===== src/rtl/tdm_pkg.sv =====
package tdm_pkg;
  // Per-cycle timing events passed from the phase control to the frame datapath.
  typedef struct packed {
    logic active;    // both enables high
    logic master;    // active and master mode
    logic rise;      // bit clock goes high at the next edge
    logic fall;      // bit clock goes low at the next edge
    logic fsSample;  // synchronized external sync, aligned with rise
  } phaseStrobes_t;
endpackage


===== src/rtl/tdm_phase_ctrl.sv =====
module tdm_phase_ctrl
  import tdm_pkg::*;
#(
  parameter int DIV_W  = 6,
  parameter int SYNC_N = 3
) (
  input  logic             clk,
  input  logic             rstN,
  input  logic             portEn,
  input  logic             clkEn,
  input  logic             masterMode,
  input  logic [DIV_W-1:0] divSel,
  input  logic             extBitClk,
  input  logic             extFrameSync,
  output logic             bitClk,
  output phaseStrobes_t    strobes
);
  localparam int FS_N = SYNC_N - 1;

  logic             active;
  logic             masterRun;
  logic             slaveRun;
  logic [DIV_W-1:0] divCnt;
  logic             bitClkQ;
  logic             halfTick;
  logic [SYNC_N-1:0] bitSync;
  logic [FS_N-1:0]   fsSync;
  logic             extRise;
  logic             extFall;

  assign active    = portEn & clkEn;
  assign masterRun = active & masterMode;
  assign slaveRun  = active & ~masterMode;
  assign halfTick  = masterRun & (divCnt >= divSel);

  // Master divider: one toggle of the bit clock per divSel+1 cycles.
  always_ff @(posedge clk) begin
    if (!rstN || !masterRun) begin
      divCnt  <= '0;
      bitClkQ <= 1'b0;
    end else if (halfTick) begin
      divCnt  <= '0;
      bitClkQ <= ~bitClkQ;
    end else begin
      divCnt  <= divCnt + DIV_W'(1);
    end
  end

  // Slave synchronizers for the external clock and sync.
  always_ff @(posedge clk) begin
    if (!rstN) begin
      bitSync <= '0;
      fsSync  <= '0;
    end else begin
      bitSync <= {bitSync[SYNC_N-2:0], extBitClk};
      fsSync  <= {fsSync[FS_N-2:0], extFrameSync};
    end
  end

  assign extRise = bitSync[SYNC_N-2] & ~bitSync[SYNC_N-1];
  assign extFall = ~bitSync[SYNC_N-2] & bitSync[SYNC_N-1];

  always_comb begin
    strobes.active   = active;
    strobes.master   = masterRun;
    strobes.fsSample = fsSync[FS_N-1];
    if (masterRun) begin
      strobes.rise = halfTick & ~bitClkQ;
      strobes.fall = halfTick & bitClkQ;
    end else begin
      strobes.rise = slaveRun & extRise;
      strobes.fall = slaveRun & extFall;
    end
  end

  assign bitClk = masterRun & bitClkQ;
endmodule


===== src/rtl/tdm_frame_dpath.sv =====
module tdm_frame_dpath
  import tdm_pkg::*;
#(
  parameter int SLOT_W    = 7,
  parameter int SLOT_BITS = 8,
  parameter int WID_W     = 3,
  parameter int POS_W     = SLOT_W + $clog2(SLOT_BITS)
) (
  input  logic              clk,
  input  logic              rstN,
  input  phaseStrobes_t     strobes,
  input  logic [SLOT_W-1:0] slotCount,
  input  logic              longSync,
  input  logic [WID_W-1:0]  syncWidth,
  input  logic              syncOnRise,
  input  logic              statusClr,
  output logic              frameSync,
  output logic              risePhase,
  output logic              fallPhase,
  output logic              frameStart,
  output logic [POS_W-1:0]  bitPos,
  output logic              statusFlag
);
  logic [SLOT_W-1:0] slotEff;
  logic [WID_W-1:0]  widthEff;
  logic [POS_W-1:0]  frameLen;
  logic [POS_W-1:0]  lastPos;
  logic [POS_W-1:0]  pos;
  logic [POS_W-1:0]  nextPos;
  logic [POS_W-1:0]  posNew;
  logic [POS_W-1:0]  syncLimit;
  logic              nextInSync;
  logic              fsQ;
  logic              fsNext;
  logic              fsPrev;
  logic              locked;
  logic              syncEdge;
  logic              unexpected;
  logic              statusQ;
  logic              riseQ;
  logic              fallQ;
  logic              startQ;

  // Frame geometry.
  assign slotEff   = (slotCount == '0) ? SLOT_W'(1) : slotCount;
  assign frameLen  = POS_W'(slotEff) * POS_W'(SLOT_BITS);
  assign lastPos   = frameLen - POS_W'(1);
  assign nextPos   = (pos >= lastPos) ? '0 : pos + POS_W'(1);

  // Sync width in bit periods.
  assign widthEff   = (syncWidth == '0) ? WID_W'(1) : syncWidth;
  assign syncLimit  = longSync ? POS_W'(widthEff) : POS_W'(1);
  assign nextInSync = nextPos < syncLimit;

  // Slave realignment and misplaced-sync detection.
  assign syncEdge   = strobes.rise & ~strobes.master & strobes.fsSample & ~fsPrev;
  assign unexpected = syncEdge & locked & (nextPos != '0);
  assign posNew     = syncEdge ? '0 : nextPos;

  // Master sync level: updated on the selected edge, cut short on the other
  // edge when a half-bit pulse is chosen.
  always_comb begin
    fsNext = fsQ;
    if (strobes.rise) begin
      if (syncOnRise)     fsNext = nextInSync;
      else if (!longSync) fsNext = 1'b0;
    end
    if (strobes.fall) begin
      if (!syncOnRise)    fsNext = nextInSync;
      else if (!longSync) fsNext = 1'b0;
    end
  end

  always_ff @(posedge clk) begin
    if (!rstN) begin
      pos     <= '0;
      fsQ     <= 1'b0;
      fsPrev  <= 1'b0;
      locked  <= 1'b0;
      riseQ   <= 1'b0;
      fallQ   <= 1'b0;
      startQ  <= 1'b0;
    end else if (!strobes.active) begin
      pos     <= '0;
      fsQ     <= 1'b0;
      fsPrev  <= 1'b0;
      locked  <= 1'b0;
      riseQ   <= 1'b0;
      fallQ   <= 1'b0;
      startQ  <= 1'b0;
    end else begin
      riseQ  <= strobes.rise;
      fallQ  <= strobes.fall;
      startQ <= strobes.rise & (posNew == '0);
      if (strobes.rise) begin
        pos <= posNew;
        if (!strobes.master) begin
          fsPrev <= strobes.fsSample;
          if (syncEdge) locked <= 1'b1;
        end
      end
      fsQ <= strobes.master ? fsNext : 1'b0;
    end
  end

  // Sticky flag: set wins over clear; survives disabling.
  always_ff @(posedge clk) begin
    if (!rstN)           statusQ <= 1'b0;
    else if (unexpected) statusQ <= 1'b1;
    else if (statusClr)  statusQ <= 1'b0;
  end

  assign frameSync  = fsQ & strobes.master;
  assign risePhase  = riseQ;
  assign fallPhase  = fallQ;
  assign frameStart = startQ;
  assign bitPos     = pos;
  assign statusFlag = statusQ;
endmodule


===== src/rtl/tdm_sync_gen.sv =====
module tdm_sync_gen
  import tdm_pkg::*;
#(
  parameter int DIV_W     = 6,
  parameter int SLOT_W    = 7,
  parameter int SLOT_BITS = 8,
  parameter int WID_W     = 3,
  parameter int SYNC_N    = 3,
  localparam int POS_W    = SLOT_W + $clog2(SLOT_BITS)
) (
  input  logic              clk,
  input  logic              rstN,
  input  logic              portEn,
  input  logic              clkEn,
  input  logic              masterMode,
  input  logic [DIV_W-1:0]  divSel,
  input  logic [SLOT_W-1:0] slotCount,
  input  logic              longSync,
  input  logic [WID_W-1:0]  syncWidth,
  input  logic              syncOnRise,
  input  logic              irqEnable,
  input  logic              statusClr,
  input  logic              extBitClk,
  input  logic              extFrameSync,
  output logic              bitClk,
  output logic              frameSync,
  output logic              risePhase,
  output logic              fallPhase,
  output logic              frameStart,
  output logic [POS_W-1:0]  bitPos,
  output logic              statusFlag,
  output logic              irq
);
  phaseStrobes_t strobes;

  tdm_phase_ctrl #(.DIV_W(DIV_W), .SYNC_N(SYNC_N)) uCtrl (
    .clk(clk), .rstN(rstN), .portEn(portEn), .clkEn(clkEn),
    .masterMode(masterMode), .divSel(divSel),
    .extBitClk(extBitClk), .extFrameSync(extFrameSync),
    .bitClk(bitClk), .strobes(strobes)
  );

  tdm_frame_dpath #(.SLOT_W(SLOT_W), .SLOT_BITS(SLOT_BITS), .WID_W(WID_W), .POS_W(POS_W)) uPath (
    .clk(clk), .rstN(rstN), .strobes(strobes), .slotCount(slotCount),
    .longSync(longSync), .syncWidth(syncWidth), .syncOnRise(syncOnRise),
    .statusClr(statusClr), .frameSync(frameSync), .risePhase(risePhase),
    .fallPhase(fallPhase), .frameStart(frameStart), .bitPos(bitPos),
    .statusFlag(statusFlag)
  );

  assign irq = statusFlag & irqEnable;
endmodule


===== config.mk =====
export PLATFORM = sky130hd
export DESIGN_NAME = tdm_sync_gen
export DESIGN_NICKNAME = d
export VERILOG_FILES = /design/src/rtl/tdm_pkg.sv /design/src/rtl/tdm_phase_ctrl.sv /design/src/rtl/tdm_frame_dpath.sv /design/src/rtl/tdm_sync_gen.sv
export SDC_FILE = /design/constraint.sdc
export NUM_CORES = 1
export LEC_CHECK = 0
export BUFFER_PORTS_ARGS = -buffer_cell sky130_fd_sc_hd__buf_2
export CORE_MARGIN = 1.5
export CORE_UTILIZATION = 58
export DETAILED_ROUTE_END_ITERATION = 8
export PLACE_DENSITY = 0.87
export SYNTH_ARGS = -nofsm -noshare
export SYNTH_HDL_FRONTEND = slang
export SYNTH_SLANG_ARGS = --single-unit

===== constraint.sdc =====
create_clock -name clk -period 4.81 [get_ports clk]
set_clock_uncertainty 0.2 [all_clocks]
set_input_delay 0 -clock clk [delete_from_list [all_inputs] [get_ports clk]]
set_output_delay 0 -clock clk [all_outputs]
set_load 0.005 [all_outputs]

# ---- Yosys cells after proc, flatten, opt, wreduce, memory -nomap -nowiden
# Cells that the tools add are included.
dict set report classes {
  add_sub_neg 3
  n_lt_le_gt_ge 3
  n_mux 14
  bitwise_logic 25
  n_reduce_logical 13
}
# operator count
set op_table {}
lappend op_table {{$mux 10} 2}
lappend op_table {{$and 1x1->1} 19}
lappend op_table {{$add 10x1->10 const B} 1}
lappend op_table {{$ge 10x10->1} 1}
lappend op_table {{$logic_not 10->1} 1}
lappend op_table {{$lt 10x10->1} 1}
lappend op_table {{$reduce_bool 10->1} 1}
lappend op_table {{$sub 10x1->10 const B} 1}
lappend op_table {{$mux 1} 8}
lappend op_table {{$logic_not 7->1} 1}
lappend op_table {{$mux 7} 1}
lappend op_table {{$add 6x1->6 const B} 1}
lappend op_table {{$ge 6x6->1} 1}
lappend op_table {{$mux 3} 2}
lappend op_table {{$not 1->1} 6}
lappend op_table {{$reduce_and 3->1} 2}
lappend op_table {{$reduce_and 2->1} 2}
lappend op_table {{$logic_not 3->1} 1}
lappend op_table {{$logic_not 1->1} 2}
lappend op_table {{$mux 2} 1}
lappend op_table {{$reduce_bool 2->1} 1}
lappend op_table {{$reduce_or 2->1} 1}
lappend op_table {{$logic_or 1x1->1} 1}
dict set report word_totals {
  reg_bits 29
  inputBits 27
  output_inout_bits 17
  elab_cells 70
}

# ---- Depth between registers and ports, before layout
# Gate-level depths: netlist of the first run.
dict set report depth {
  depth_word 11
  depth_mapped 19
}

# ---- Cells and area by module
# Synthesis of the first run repeated with hierarchy kept, for this count alone.
dict set report hier_totals {
  hier_cells 244
  hier_area_um2 2033.2
}
# mod n_inst cells_each area_each_um2 seq_area_each_um2
set by_module_without_submodules {}
lappend by_module_without_submodules {tdm_frame_dpath 1 174 1365.1 340.3}
lappend by_module_without_submodules {tdm_phase_ctrl 1 69 661.9 240.2}
lappend by_module_without_submodules {tdm_sync_gen 1 1 6.3 0.0}

# ---- Least setup slack after synthesis of the first run
# OpenSTA, ideal clock, no wires.
dict set report synth_timing {
  kind {input to register}
  start {in slotCount[3]}
  end {reg uPath.fsQ}
  setup_time_ps 79
  arrival_ps 2924
  slack_ps 1607
  stages 19
  cell_sequence {nor4_1 > a21o_1 > inv_1 > ha_1 > nand2_1 > xor2_1 > ha_1 > nand4_1 > a21o_1 > a31oi_1 > buf_2 > nor2_1 > ha_1 > inv_1 > o211ai_1 > a31oi_1 > o21bai_1 > or4_1 > a211oi_2}
}
dict set report synth_via {
  elab_chain_len 11
}
# element line_no
set synth_rtl {}
lappend synth_rtl {{start: declaration} tdm_sync_gen.sv:17} ;# input logic [SLOT_W-1:0] slotCount,
lappend synth_rtl {{$logic_not 7->1} tdm_frame_dpath.sv:45} ;# assign slotEff = (slotCount == '0) ? SLOT_W'(1) : slotCount;
lappend synth_rtl {{$mux 7 *} tdm_frame_dpath.sv:45}
lappend synth_rtl {{$sub 10x1->10 *} tdm_frame_dpath.sv:47} ;# assign lastPos = frameLen - POS_W'(1);
lappend synth_rtl {{$ge 10x10->1 *} tdm_frame_dpath.sv:48} ;# assign nextPos = (pos >= lastPos) ? '0 : pos + POS_W'(1);
lappend synth_rtl {{$mux 10 *} tdm_frame_dpath.sv:48}
lappend synth_rtl {{$lt 10x10->1 *} tdm_frame_dpath.sv:53} ;# assign nextInSync = nextPos < syncLimit;
lappend synth_rtl {{$mux 1} tdm_frame_dpath.sv:65} ;# if (syncOnRise) fsNext = nextInSync;
lappend synth_rtl {{$mux 1} tdm_frame_dpath.sv:64} ;# if (strobes.rise) begin
lappend synth_rtl {{$mux 1} tdm_frame_dpath.sv:70} ;# else if (!longSync) fsNext = 1'b0;
lappend synth_rtl {{$mux 1} tdm_frame_dpath.sv:69} ;# if (!syncOnRise) fsNext = nextInSync;
lappend synth_rtl {{$mux 1 *} tdm_frame_dpath.sv:68} ;# if (strobes.fall) begin
lappend synth_rtl {{end signal: assignment} tdm_frame_dpath.sv:102} ;# fsQ <= strobes.master ? fsNext : 1'b0;
lappend synth_rtl {{end: declaration} tdm_frame_dpath.sv:33} ;# logic fsQ;
# Mark *: on every way between the ends. The rest lies on a longest branch, timed or not.
# A chain may end at the register's enable or synchronous reset.

# ---- Final worst setup path of the first run
# Ends and elaborated chain as after synthesis.

==> summary.txt, run 1 <==
Synth Register Bits = 29
synthesis-to-layout area growth = 22.8%
TritonRoute pass-1 iters = 4
ys flop type = dfxtp_1
Static Leak = 0.00106 uW
total power draw = 438 uW
Placer Congestion = 0.863
DRT iter0 DRCs = 180
pin count of the biggest net entering global routing = 24
status = finished clean
Min Clock Period, post-route = 4.37 ns
TritonCTS clock tree = built
RSZ-0062 raised after global routing = false
aggregate global-route resource usage = 0.298
max cap viols = 0
Via Count = 2012
Root Driver = clkbuf_4
DP Worst Slack = 0.767 ns
crit end category = flip-flop
setup TNS = 0 ns
syn_nets = 273
antenna cells = 0
Slew @ Worst Pin = 0.917 ns
Top Ports = 44
peak supply drop = 0.000195 V
area of the core = 0.00308 sq mm
CTS Buf Count = 5
Layout Nets = 331
Avg Cell Area, Syn = 8.35 sq um
Die H = 60.3 microns
fraction of layout cells with a size suffix above 1 = 0.199
crit share post-route = 0.908
Worst R2R End = uPath.fsQ$_SDFF_PN0_
HPWL after DPL = 3.22 mm
slew margin rel. = 0.386
antenna violations before repair = 0
FF-to-FF Start = uPath.bitPos[0]$_SDFFE_PN0P_
final slew viol count = 0
hold worst-path end = irq
Post-Synthesis Cell Area = 0.00190 sq mm
setup violators final = 0
CTS Sinks = 29
Post-synth EDFFs = 0
hold violation count in the final report = 0
proportion of synthesized chip area in sequential cells = 0.305
global-route wire length before repair = 8.04 mm
Worst-Skew Late Latency = 0.35 ns
PD cells = 187 mW/mm^2
Die Footprint = 0.00363 sq mm
Critical Path Start Type = primary input
Reg clk slew, reported paths = 0.08 ns
PortBufs = 43
DRC violations left = 0
cell taking the most area after synthesis = dfxtp_1
Synth top area share = 0.305
flop2flop setup slack = 0.82 ns
worst-case reg-to-reg path depth = 13
Synth area leaders = dfxtp_1, ha_1, nor2_1
final wirelength = 4.79 mm
yosys warns = 0
Min Hold Slack = 0.106 ns
WHS Path Cells = 3
Worst EP required = 4.90 ns
critical path class = in -> reg
width of the die = 60.3 microns
maximum clock path buffer count = 2
fmax = 229 MHz
Routed Antenna Nets = 0
Placed Area = 0.00214 sq mm
grt ovf = 0
ys async rst share = 0
Worst EP arrival = 4.46 ns
worst hold start = irqEnable
row count = 20
drt wl/cell = 14.5 microns
Tightest Hold Check Type = in -> out
CP Max Fanout = 11
Cell variety after synth = 48
vias in the first global route = 1811
Initial Util = 0.618
Synth Instances = 228
H-Tree Depth = 2
fin worst setup slack = 0.443 ns
Finished Cell Area = 0.00234 sq mm
Vias/cell = 6.08
## cells in the final DEF (no fill, tap or decap), types with 3 or more instances in the layout
cell,count
clkbuf_1,3
ha_1,18
or3_1,4
and2_1,11
nand3_1,11
inv_1,12
xor2_1,4
a21oi_1,11
o211ai_1,3
nor2_1,21
buf_2,43
a31oi_1,6
and3_1,5
xnor2_1,8
nand4_1,3
o21a_1,3
nor3_1,8
clkbuf_4,5
dlygate4sd3_1,15
dfxtp_1,29
a21o_1,4
or4_1,4
o21ai_0,8
nand2_1,11
nor4b_1,3
a211oi_1,3
## sequential cells by signal, indices dropped and copies added (netlist names)
| signal | cells |
|---|---|
| uPath.frameStart | 1 |
| uPath.fsPrev | 1 |
| uPath.risePhase | 1 |
| uPath.fallPhase | 1 |
| uPath.bitPos | 10 |
| uPath.locked | 1 |
| uCtrl.divCnt | 6 |
| uCtrl.bitSync | 3 |
| uPath.fsQ | 1 |
| uPath.statusFlag | 1 |
| uCtrl.bitClkQ | 1 |
| uCtrl.fsSync | 2 |
## worst max-delay path, cell delays in order
cell	delay, ns
buf_2	0.12
nor4_1	0.42
a21o_1	0.24
inv_1	0.06
ha_1	0.22
nand2_1	0.09
xor2_1	0.15
ha_1	0.20
a211o_1	0.13
o211ai_1	0.12
a31oi_1	0.77
nor2_1	0.11
ha_1	0.25
inv_1	0.06
o211ai_1	0.07
a31oi_1	0.16
o21bai_1	0.08
or4_1	0.42
a211oi_2	0.22
dlygate4sd3_1	0.56
## layer usage
layer  GRT usage  up-vias  part of all wire
met5           0        -                 0
li1            -      945                 -
met2       0.469      106              0.48
met3      0.0887       15             0.083
met4       0.133        0             0.023
met1       0.374      946              0.41
## timing repair
item | 4_1_cts | 5_1_grt
buffers inserted | 0 | 0
hold endpoints to repair | 18 | 0
endpoints found under the setup margin | 0 | 0
resized for setup | 0 | 0
hold buffers | 15 | 0
## how the worst max path moves through the flow
stage	slack, ns	depth (start not counted)	from	to
2_1_floorplan	1.61	19	slotCount[3]	uPath.fsQ$_SDFF_PN0_
3_3_place_gp	0.97	19	slotCount[3]	uPath.fsQ$_SDFF_PN0_
3_5_place_dp	0.77	19	slotCount[3]	uPath.fsQ$_SDFF_PN0_
4_1_cts	0.56	20	slotCount[3]	uPath.fsQ$_SDFF_PN0_
5_1_grt	0.13	20	slotCount[3]	uPath.fsQ$_SDFF_PN0_
6_report	0.44	20	slotCount[3]	uPath.fsQ$_SDFF_PN0_
## Yosys cell counts, drive strengths merged (5+ instances only)
cell type / count
nand2: 11
nor2: 21
a21oi: 12
nor3: 8
buf: 5
ha: 18
and2: 11
and3: 7
xnor2: 8
a31oi: 6
inv: 12
o21ai: 8
nand3: 11
dfxtp: 29
## report_power, final
group          total, uW  switching (uW)  internal (uW)
Clock                144            86.4           58.0
Sequential           243            1.11            242
Combinational       50.2            24.5           25.7
## cell families (layout without fill, tap and decap cells)
group / count (synthesis) / after routing / share of synthesized area
simple gates: 99 / 99 / 0.295
compound gates: 48 / 48 / 0.169
flops: 29 / 29 / 0.305
buf+inv: 20 / 79 / 0.0460
fa+ha+maj: 18 / 18 / 0.118
xor+xnor: 12 / 12 / 0.0552
mux: 2 / 2 / 0.0112
## through the flow
stage / std cells / util
2_1_floorplan: 228 / -
3_3_place_gp: 308 / 0.695
3_5_place_dp: 308 / 0.695
4_1_cts: 331 / 0.759
5_1_grt: 331 / 0.759
6_report: 331 / 0.759
## cell type report
class | count | area, sq um
Clock buffer | 8 | 48.8
Fill cell | 233 | 741
Inverter | 12 | 45.0
Multi-Input combinational cell | 179 | 1230
Sequential cell | 29 | 581
Tap cell | 44 | 55.1
Timing Repair Buffer | 59 | 373
Note: power is estimated with default switching activity, not from simulation.
==> inputs of run 2 (changes only) <==
Settings changed: CELL_PAD_IN_SITES_DETAIL_PLACEMENT from default to 1, CELL_PAD_IN_SITES_GLOBAL_PLACEMENT from default to 1, CORE_UTILIZATION 58 to 42, HOLD_SLACK_MARGIN from default to 0.02, PLACE_DENSITY 0.87 to 0.86.
==> summary.txt, run 2 (synthesized netlist as in run 1, its figures left out) <==
aggregate global-route resource usage = 0.227 (-0.0712)
WP buf/inv = 3 (-1)
Slew @ Worst Pin = 0.797 ns (-0.119 ns)
antenna cells = 0 (unchanged)
Worst R2R End = uPath.fsQ$_SDFF_PN0_
CTS Buf Count = 5 (unchanged)
global-route wire length before repair = 8.87 mm (+10%)
drt wl/cell = 15.2 microns (+5.2%)
CTS Sinks = 29 (unchanged)
max cap viols = 0 (unchanged)
setup TNS = 0 ns (unchanged)
total power draw = 497 uW (+13%)
PortBufs = 43 (unchanged)
crit-path most repeated cell = ha_1
pin count of the biggest net entering global routing = 24 (unchanged)
Worst EP required = 4.82 ns (-0.08 ns)
Die Footprint = 0.00494 sq mm (+36%)
flop2flop setup slack = 1.45 ns (+0.63 ns)
Worst-Skew Late Latency = 0.28 ns (-0.07 ns)
max incr delay on CP = 0.68 ns (-0.09 ns)
worst hold start = portEn
H-Tree Depth = 2 (unchanged)
hold_buf cts = 11 (-4)
worst-case reg-to-reg path depth = 12 (-1)
Routed Antenna Nets = 0 (unchanged)
DRT iter0 DRCs = 76 (-58%)
crit end category = flip-flop
HPWL after DPL = 3.82 mm (+18%)
fraction of layout cells with a size suffix above 1 = 0.206 (+0.00707)
Via Count = 1876 (-6.8%)
commonest non-fill, non-tap cell in the layout = buf_2
maximum clock path buffer count = 2 (unchanged)
DRC violations left = 0 (unchanged)
Placer Congestion = 0.804 (-6.8%)
fmax = 269 MHz (+17%)
Layout Nets = 327 (-1.2%)
row count = 24 (+20%)
setup violators final = 0 (unchanged)
hold violation count in the final report = 0 (unchanged)
Worst path slowest cell = a31oi_1
area of the core = 0.00435 sq mm (+41%)
CP delay by family, top = compound AO/OA/AOI/OAI gates
width of the die = 70.3 microns (+17%)
RSZ-0062 raised after global routing = false
Static Leak = 0.00105 uW (-0.63%)
Root Driver = clkbuf_8
TritonCTS clock tree = built
crit-path cells = buf_2, nor4_1, a21o_1, inv_1, ha_1, nand2_1, xor2_1, ha_1, a211o_1, o211ai_1, a31oi_1, nor2_1, ha_1, inv_1, o211ai_1, a31oi_1, o21bai_1, or4_1, a211oi_2
CP startpoint = slotCount[3]
final wirelength = 5.08 mm (+6.2%)
status = finished clean
critical path class = in -> reg
grt ovf = 0 (unchanged)
TritonRoute pass-1 iters = 4 (unchanged)
Top Ports = 44 (unchanged)
slew margin rel. = 0.466 (+0.0800)
Crit path depth = 19 (-5.0%)
Initial Util = 0.437 (-0.181)
Setup Buffers After CTS = 0 (unchanged)
Min Clock Period, post-route = 3.72 ns (-0.645 ns)
Critical Path Start Type = primary input
commonest cells after routing, fill and taps aside = buf_2, dfxtp_1, nor2_1, ha_1, inv_1
post-CTS resize count = 0 (unchanged)
fill count = 551 (+140%)
Die H = 70.3 microns (+17%)
vias in the first global route = 1917 (+5.9%)
final slew viol count = 0 (unchanged)
Vias/cell = 5.62 (-7.6%)
flip-flop count of the largest register after layout = 10 (unchanged)
crit share post-route = 0.774 (-0.134)
FF-to-FF Start = uPath.bitPos[0]$_SDFFE_PN0P_
Worst EP arrival = 3.73 ns (-0.73 ns)
Tightest Hold Check Type = in -> reg
multi-input logic area = 0.00123 sq mm (unchanged)
Setup crit end = uPath.fsQ$_SDFF_PN0_
antenna violations before repair = 0 (unchanged)
CP Max Fanout = 11 (unchanged)
PD cells = 212 mW/mm^2 (+13%)
Reg clk slew, reported paths = 0.06 ns (-0.02 ns)
Seq. cell area = 581 sq um (unchanged)
peak supply drop = 0.000138 V (-29%)
synthesis-to-layout area growth = 23.2%
run 2: power by group:
| group | leakage [uW] | internal (uW) | switching, uW |
|---|---|---|---|
| logic | 0.000770 | 24.7 | 24.8 |
| registers | 0.000235 | 242 | 1.03 |
| clock network | 0.0000443 | 113 | 90.5 |
| total | 0.00105 | 380 | 116 |
run 2: how the worst min path moves through the flow:
stage                                   endpoint  slack (ns)  cells past startpoint
floorplan                                    irq       -0.08                      1
global placement      uCtrl.fsSync[0]$_SDFF_PN0_       0.005                      2
detailed placement   uCtrl.bitSync[0]$_SDFF_PN0_        0.01                      2
CTS                 uPath.bitPos[4]$_SDFFE_PN0P_        0.04                      3
global route        uPath.bitPos[3]$_SDFFE_PN0P_        0.06                      3
finish              uPath.bitPos[4]$_SDFFE_PN0P_        0.04                      3
run 2: per-stage QoR:
stage | area [sq um] | hold WS (ns) | utilization | setup slack (ns) | std cells
6_report | 2340 | 0.0449 | 0.539 | 1.09 | 334
5_1_grt | 2340 | 0.0597 | 0.539 | 0.652 | 334
4_1_cts | 2340 | 0.0374 | 0.539 | 1.06 | 334
3_5_place_dp | 2150 | 0.0111 | 0.493 | 0.766 | 316
3_3_place_gp | 2150 | 0.00469 | 0.493 | 1.01 | 316
2_1_floorplan | 1900 | -0.0841 | - | 1.61 | 228
run 2: final cells by class:
type | instances | share of cell area
multi-input cells | 179 | 0.527
flip-flops and latches | 29 | 0.248
repair buffers | 55 | 0.142
clock buffers | 7 | 0.0368
well taps | 52 | 0.0277
inverters | 12 | 0.0192
run 2: per-layer routing:
| metal | vias to the layer above | GRT usage | share of wire |
|---|---|---|---|
| met5 | - | 0 | 0 |
| met4 | 0 | 0.0833 | 0.017 |
| met3 | 5 | 0.0476 | 0.039 |
| met2 | 43 | 0.377 | 0.48 |
| met1 | 885 | 0.287 | 0.46 |
| li1 | 943 | - | - |
run 2: worst reg2reg max path: cells and delay by family, from the launching register on:
family / cells / cell delay (ns)
compound gates: 6 / 1.33
buf+inv: 1 / 0.05
fa+ha+maj: 2 / 0.59
simple gates: 3 / 0.64
flops: 1 / 0.48
